$ cat config.mk
export PLATFORM = sky130hd
export DESIGN_NAME = rx_lock_guard
export DESIGN_NICKNAME = d
export VERILOG_FILES = /design/src/rtl/rlg_pkg.sv /design/src/rtl/rlg_word_class.sv /design/src/rtl/rlg_lock_track.sv /design/src/rtl/rlg_sat_cnt.sv /design/src/rtl/rx_lock_guard.sv
export SDC_FILE = /design/constraint.sdc
export NUM_CORES = 1
export LEC_CHECK = 0
export BUFFER_PORTS_ARGS = -buffer_cell sky130_fd_sc_hd__clkbuf_2
export CAP_MARGIN = 10
export CORE_MARGIN = 5
export CORE_UTILIZATION = 45
export CTS_CLUSTER_DIAMETER = 40
export DETAILED_ROUTE_END_ITERATION = 10
export PLACE_DENSITY = 0.71
export SLEW_MARGIN = 15
export SYNTH_ARGS = -nofsm -noshare
export SYNTH_HDL_FRONTEND = slang
export SYNTH_SLANG_ARGS = --single-unit
$ cat constraint.sdc
create_clock -name clk -period 2.96 [get_ports clk]
set_clock_uncertainty 0.05 [all_clocks]
set_input_delay 0.296 -clock clk [delete_from_list [all_inputs] [get_ports clk]]
set_output_delay 0.296 -clock clk [all_outputs]
set_load 0.03 [all_outputs]
$ cat src/rtl/rlg_pkg.sv
package rlg_pkg;
   typedef enum logic {
      ST_PULSE  = 1'b0,
      ST_SEARCH = 1'b1
   } rlg_state_e;

   typedef enum logic [1:0] {
      ALT_NONE = 2'd0,
      ALT_HI   = 2'd1,
      ALT_LO   = 2'd2
   } rlg_alt_e;
endpackage

$ cat src/rtl/rlg_word_class.sv
module rlg_word_class #(
   parameter int          DATA_W     = 32,
   parameter logic [DATA_W-1:0] KNOWN_WORD = 32'h3C5A_F00F
) (
   input  logic [DATA_W-1:0] word,
   output logic              is_known,
   output logic              is_alt_hi,
   output logic              is_alt_lo
);
   localparam int NIB_N = DATA_W / 4;

   logic [NIB_N-1:0] nib_hi;
   logic [NIB_N-1:0] nib_lo;

   for (genvar g = 0; g < NIB_N; g++) begin : g_nib
      assign nib_hi[g] = (word[4*g +: 4] == 4'hA);
      assign nib_lo[g] = (word[4*g +: 4] == 4'h5);
   end

   assign is_known  = (word == KNOWN_WORD);
   assign is_alt_hi = &nib_hi;
   assign is_alt_lo = &nib_lo;
endmodule

$ cat src/rtl/rlg_lock_track.sv
module rlg_lock_track #(
   parameter int LOCK_CNT = 4
) (
   input  logic clk,
   input  logic srst,
   input  logic clr,
   input  logic hit,
   input  logic alt,
   input  logic miss,
   output logic locked
);
   localparam int LK_W = $clog2(LOCK_CNT + 1);

   logic [LK_W-1:0] run_q;

   always_ff @(posedge clk) begin
      if (srst || clr || alt) begin
         run_q  <= '0;
         locked <= 1'b0;
      end else if (hit) begin
         if (run_q != LK_W'(LOCK_CNT)) run_q <= run_q + 1'b1;
         if (run_q >= LK_W'(LOCK_CNT - 1)) locked <= 1'b1;
      end else if (miss && !locked) begin
         run_q <= '0;
      end
   end
endmodule

$ cat src/rtl/rlg_sat_cnt.sv
module rlg_sat_cnt #(
   parameter int W = 8
) (
   input  logic         clk,
   input  logic         srst,
   input  logic         inc,
   output logic [W-1:0] cnt
);
   always_ff @(posedge clk) begin
      if (srst)                  cnt <= '0;
      else if (inc && !(&cnt))   cnt <= cnt + 1'b1;
   end
endmodule

$ cat src/rtl/rx_lock_guard.sv
module rx_lock_guard
   import rlg_pkg::*;
#(
   parameter int                DATA_W      = 32,
   parameter logic [DATA_W-1:0] KNOWN_WORD  = 32'h3C5A_F00F,
   parameter int                TIMEOUT_CYC = 1024,
   parameter int                RST_CYC     = 16,
   parameter int                LOCK_CNT    = 4,
   parameter int                RETRY_W     = 8
) (
   input  logic              clk,
   input  logic              srst,
   input  logic [DATA_W-1:0] rx_word,
   input  logic              rx_valid,
   input  logic              rx_idle,
   output logic              rx_reset,
   output logic              cdr_hold,
   output logic              locked,
   output logic [RETRY_W-1:0] retry_cnt
);
   localparam int SPAN  = (TIMEOUT_CYC > RST_CYC) ? TIMEOUT_CYC : RST_CYC;
   localparam int CNT_W = $clog2(SPAN + 1);

   if (DATA_W % 4 != 0 || DATA_W < 4) begin : g_bad_w
      $error("rx_lock_guard: DATA_W must be a positive multiple of 4");
   end
   if (RST_CYC < 1 || TIMEOUT_CYC < 2 || LOCK_CNT < 1 || RETRY_W < 1) begin : g_bad_p
      $error("rx_lock_guard: timing parameters out of range");
   end

   rlg_state_e       st_q;
   rlg_alt_e         prev_alt_q;
   rlg_alt_e         cur_alt;
   logic [CNT_W-1:0] cnt_q;
   logic             is_known, is_alt_hi, is_alt_lo;
   logic             word_ok, hit, alt, miss, slip, expire, go_pulse;

   rlg_word_class #(.DATA_W(DATA_W), .KNOWN_WORD(KNOWN_WORD)) u_class (
      .word     (rx_word),
      .is_known (is_known),
      .is_alt_hi(is_alt_hi),
      .is_alt_lo(is_alt_lo)
   );

   always_comb begin
      word_ok = rx_valid && !rx_idle && (st_q == ST_SEARCH);
      hit     = word_ok && is_known;
      alt     = word_ok && (is_alt_hi || is_alt_lo);
      miss    = word_ok && !is_known;
      if (!word_ok)       cur_alt = ALT_NONE;
      else if (is_alt_hi) cur_alt = ALT_HI;
      else if (is_alt_lo) cur_alt = ALT_LO;
      else                cur_alt = ALT_NONE;
      slip     = (cur_alt != ALT_NONE) && (prev_alt_q != ALT_NONE) &&
                 (cur_alt != prev_alt_q);
      expire   = (st_q == ST_SEARCH) && !hit && (cnt_q == CNT_W'(TIMEOUT_CYC - 1));
      go_pulse = (st_q == ST_SEARCH) && (slip || expire);
   end

   always_ff @(posedge clk) begin
      if (srst) begin
         st_q       <= ST_PULSE;
         cnt_q      <= '0;
         prev_alt_q <= ALT_NONE;
         cdr_hold   <= 1'b1;
      end else begin
         cdr_hold <= rx_idle;
         unique case (st_q)
            ST_PULSE: begin
               prev_alt_q <= ALT_NONE;
               if (cnt_q == CNT_W'(RST_CYC - 1)) begin
                  st_q  <= ST_SEARCH;
                  cnt_q <= '0;
               end else begin
                  cnt_q <= cnt_q + 1'b1;
               end
            end
            ST_SEARCH: begin
               if (word_ok) prev_alt_q <= cur_alt;
               if (go_pulse) begin
                  st_q  <= ST_PULSE;
                  cnt_q <= '0;
               end else if (hit) begin
                  cnt_q <= '0;
               end else begin
                  cnt_q <= cnt_q + 1'b1;
               end
            end
            default: st_q <= ST_PULSE;
         endcase
      end
   end

   assign rx_reset = (st_q == ST_PULSE);

   rlg_lock_track #(.LOCK_CNT(LOCK_CNT)) u_lock (
      .clk   (clk),
      .srst  (srst),
      .clr   (rx_reset || go_pulse || rx_idle),
      .hit   (hit),
      .alt   (alt),
      .miss  (miss),
      .locked(locked)
   );

   rlg_sat_cnt #(.W(RETRY_W)) u_retry (
      .clk (clk),
      .srst(srst),
      .inc (go_pulse),
      .cnt (retry_cnt)
   );
endmodule

==> results.yml <==
route:
  detail_route.wirelength_mm: 3.231
  wirelength_met1_mm: 1.501
  top_layer: "met4"
  avgViaCountPerCell: 5.330
  vias: 1423
  route.detailed.drc: 0
  drtPass1Iterations: 4
  average_detailed_routed_wire_length_per_instance_um: 12.10
  detailroute.wirelength.met2_mm: 1.511
  drt_iter0_drc: 73
  number_of_nets_with_antenna_violations_after_routing: 0
  detailroute.wirelength.met3_um: 202
floorplan:
  die_height_um: 68.29
  initial_util_pct: 46.18
  ios: 47
  floorplan.die.width_um: 68.29
  coreArea_um2: 3311
  die_footprint_um2: 4664
  rows: 21
cts:
  postCtsSetupRepairBufs: 0
  tritoncts: "done"
  clock_tree.htree_level_count: 1
  clkLatencyLatePin_ns: 0.32
  cts_num_sinks: 27
  ctsRootBufferMaster: "clkbuf_4"
  cts-hold-fix-buffers: 0
  cts_made_buffers: 3
  worst_setup_hold_path_clk_slew_ns: 0.15
  post_cts_resize_count: 0
  clockBufferDepth: 2
pwr:
  max-vdd-ir-drop_mv: 0.2637
  leakage_nw: 0.7441
  power.density_nw_per_um2: 317.4
  report.power.total_w: 0.0005827
global_routing:
  global_route.overflow_total: 0
  antenna_found_initial: 0
  grt_start_max_net_pins: 17
  first_global_vias: 1235
  grt_first_pass_wirelength_mm: 5.264
  grt.total_usage_pct: 14.50
layout:
  filler_cell_count: 327
  antennaDiodeCount: 0
  syn2layout_area_growth_pct: 20.05
  num-nets-final: 263
  post_route_cells_drive_above_1_share_pct: 32.13
timing:
  setup_viol: 0
  layout_min_cycle_time_ns: 2.331
  tightestPinTransition_ns: 0.5351
  setup_tns_ns: 0
  timing_max_transition_violations_final: 0
  rsz0062_at_grt: "no"
  timing.max_slew.rel_slack_pct: 64.11
  fmaxAchievable_mhz: 429.0
  final.period_utilization_pct: 78.76
  final.setup.worst_slack_ns: 0.6287
  timing_hold_violations_final: 0
min_path:
  worst_min_delay_path_category: "in2reg"
place:
  place.port_buffers: 46
  hpwl_mm: 2.565
  globalplace.congestion: 0.8274
  place_worst_setup_slack_ns: 0.2831
critical_path:
  delay_of_the_slowest_cell_on_the_worst_path_ns: 0.59
  timing.critical_path.from_type: "input port"
  critical_path.top_delay_family: "simple AND/OR/NAND/NOR gates"
  cp_max_fo: 11
  arrival_ns: 2.55
  worstSetupPathType: "in2reg"
  worstSetupEndpointType: "flop"
  timing.critical_path.slowest_stage_cell: "or3_1"
  critical_path_buf_inv_count: 1
  critPathRequiredTime_ns: 3.18
  crit_chain: "clkbuf_2 -> or4b_4 -> nor4_4 -> nand3_2 -> a211o_1 -> or3_1 -> nor2_2"
logic_synthesis:
  synth_sequential_area_ratio_pct: 35.35
  synth_nets: 214
  syn-instance-count: 173
  synth_top_area_share_pct: 35.35
  async_reset_ff_share_pct: 0
  yosys-top-cells-count: "27 x dfxtp_1, 18 x nor2_1, 12 x nand3_1, 11 x a21oi_1, 11 x inv_1"
  avgSynthCellArea_um2: 8.838
  ys_top_cells_by_area: "dfxtp_1 35%, nor2_1 4.4%, ha_1 4.1%, nand4b_1 4.0%, nand3_1 3.9%"
  count_of_distinct_cell_types_in_the_synthesized_netlist: 46
  synthesis.area_um2: 1529
  ys_seq_elements: 27
  synth_top_cell_by_area: "dfxtp_1"
  synth_enable_flop_cells: 0
  synth_most_common_cell: "dfxtp_1"
  dominantRegCellSynth: "dfxtp_1"
  ys.warnings.count: 0
run:
  max-cap-violations: 0
outcome:
  run_status: "completed"
## final cells by class
class	instances	area [µm²]	area share, %
tap	46	57.56	3.136
sequential	27	540.5	29.45
clock inverter	1	5.005	0.2727
clock buffer	3	22.52	1.227
multi-input combinational	131	923.4	50.31
inverter	11	41.29	2.249
timing repair buffer	48	245.2	13.36
## placed cells by master (no fill, tap or decap), drive strengths merged, types with 3 or more instances in the layout
master   n
a21oi   11
and3     4
and4     3
clkbuf  49
dfxtp   27
ha       5
inv     11
nand2    5
nand2b   3
nand3   13
nand4    5
nand4b   7
nor2    26
nor4     5
or3      3
or4b     5
xnor2    4
xor2     5
## metrics by stage
step / utilization (%) / area, µm² / cells / hold WS [ns]
3_5_place_dp: 54.61 / 1808 / 263 / 0.3881
4_1_cts: 55.44 / 1836 / 267 / 0.1501
5_1_grt: 55.44 / 1836 / 267 / 0.1547
3_3_place_gp: 54.61 / 1808 / 263 / 0.3784
2_1_floorplan: - / 1529 / 173 / 0.3526
6_report: 55.44 / 1836 / 267 / 0.1534
## flip-flops by register name, summed over array words and instances (netlist names)
name and count:
cnt_q 11, u_lock.run_q 3, prev_alt_q 2, st_q 1, cdr_hold 1, u_lock.locked 1, u_retry.cnt 8
## layer usage
| layer | GRT usage, % | vias up |
|---|---|---|
| met5 | 0 | - |
| met2 | 24.67 | 33 |
| met1 | 18.46 | 655 |
| met4 | 4.218 | 0 |
| met3 | 2.791 | 2 |
| li1 | - | 733 |
## where the power goes
| part | switching, W | total (W) | internal [W] | leakage (nW) |
|---|---|---|---|---|
| Sequential | 0.00000251 | 0.000370 | 0.000368 | 0.218 |
| Combinational | 0.0000257 | 0.0000540 | 0.0000283 | 0.508 |
| Clock | 0.000108 | 0.000158 | 0.0000506 | 0.0177 |
## logic make-up after synthesis
family | count (synthesis) | synth area share [%]
mux | 2 | 1.391
compound gates | 24 | 10.39
fa+ha+maj | 5 | 4.092
flops | 27 | 35.35
simple gates | 91 | 39.36
xor+xnor | 9 | 5.155
buf+inv | 15 | 4.255
## worst paths after layout
path | end | slack [ns] | from | cells past startpoint
setup / recovery | cnt_q[10]$_SDFF_PP0_ | 0.63 | rx_word[21] | 7
hold / removal | cdr_hold$_SDFF_PP1_ | 0.15 | rx_idle | 2
setup reg to reg | cnt_q[10]$_SDFF_PP0_ | 0.74 | st_q$_SDFF_PP0_ | 6
hold reg to reg | cnt_q[0]$_SDFF_PP0_ | 0.41 | cnt_q[0]$_SDFF_PP0_ | 1
No activity file was read; power rests on OpenSTA's default activity.
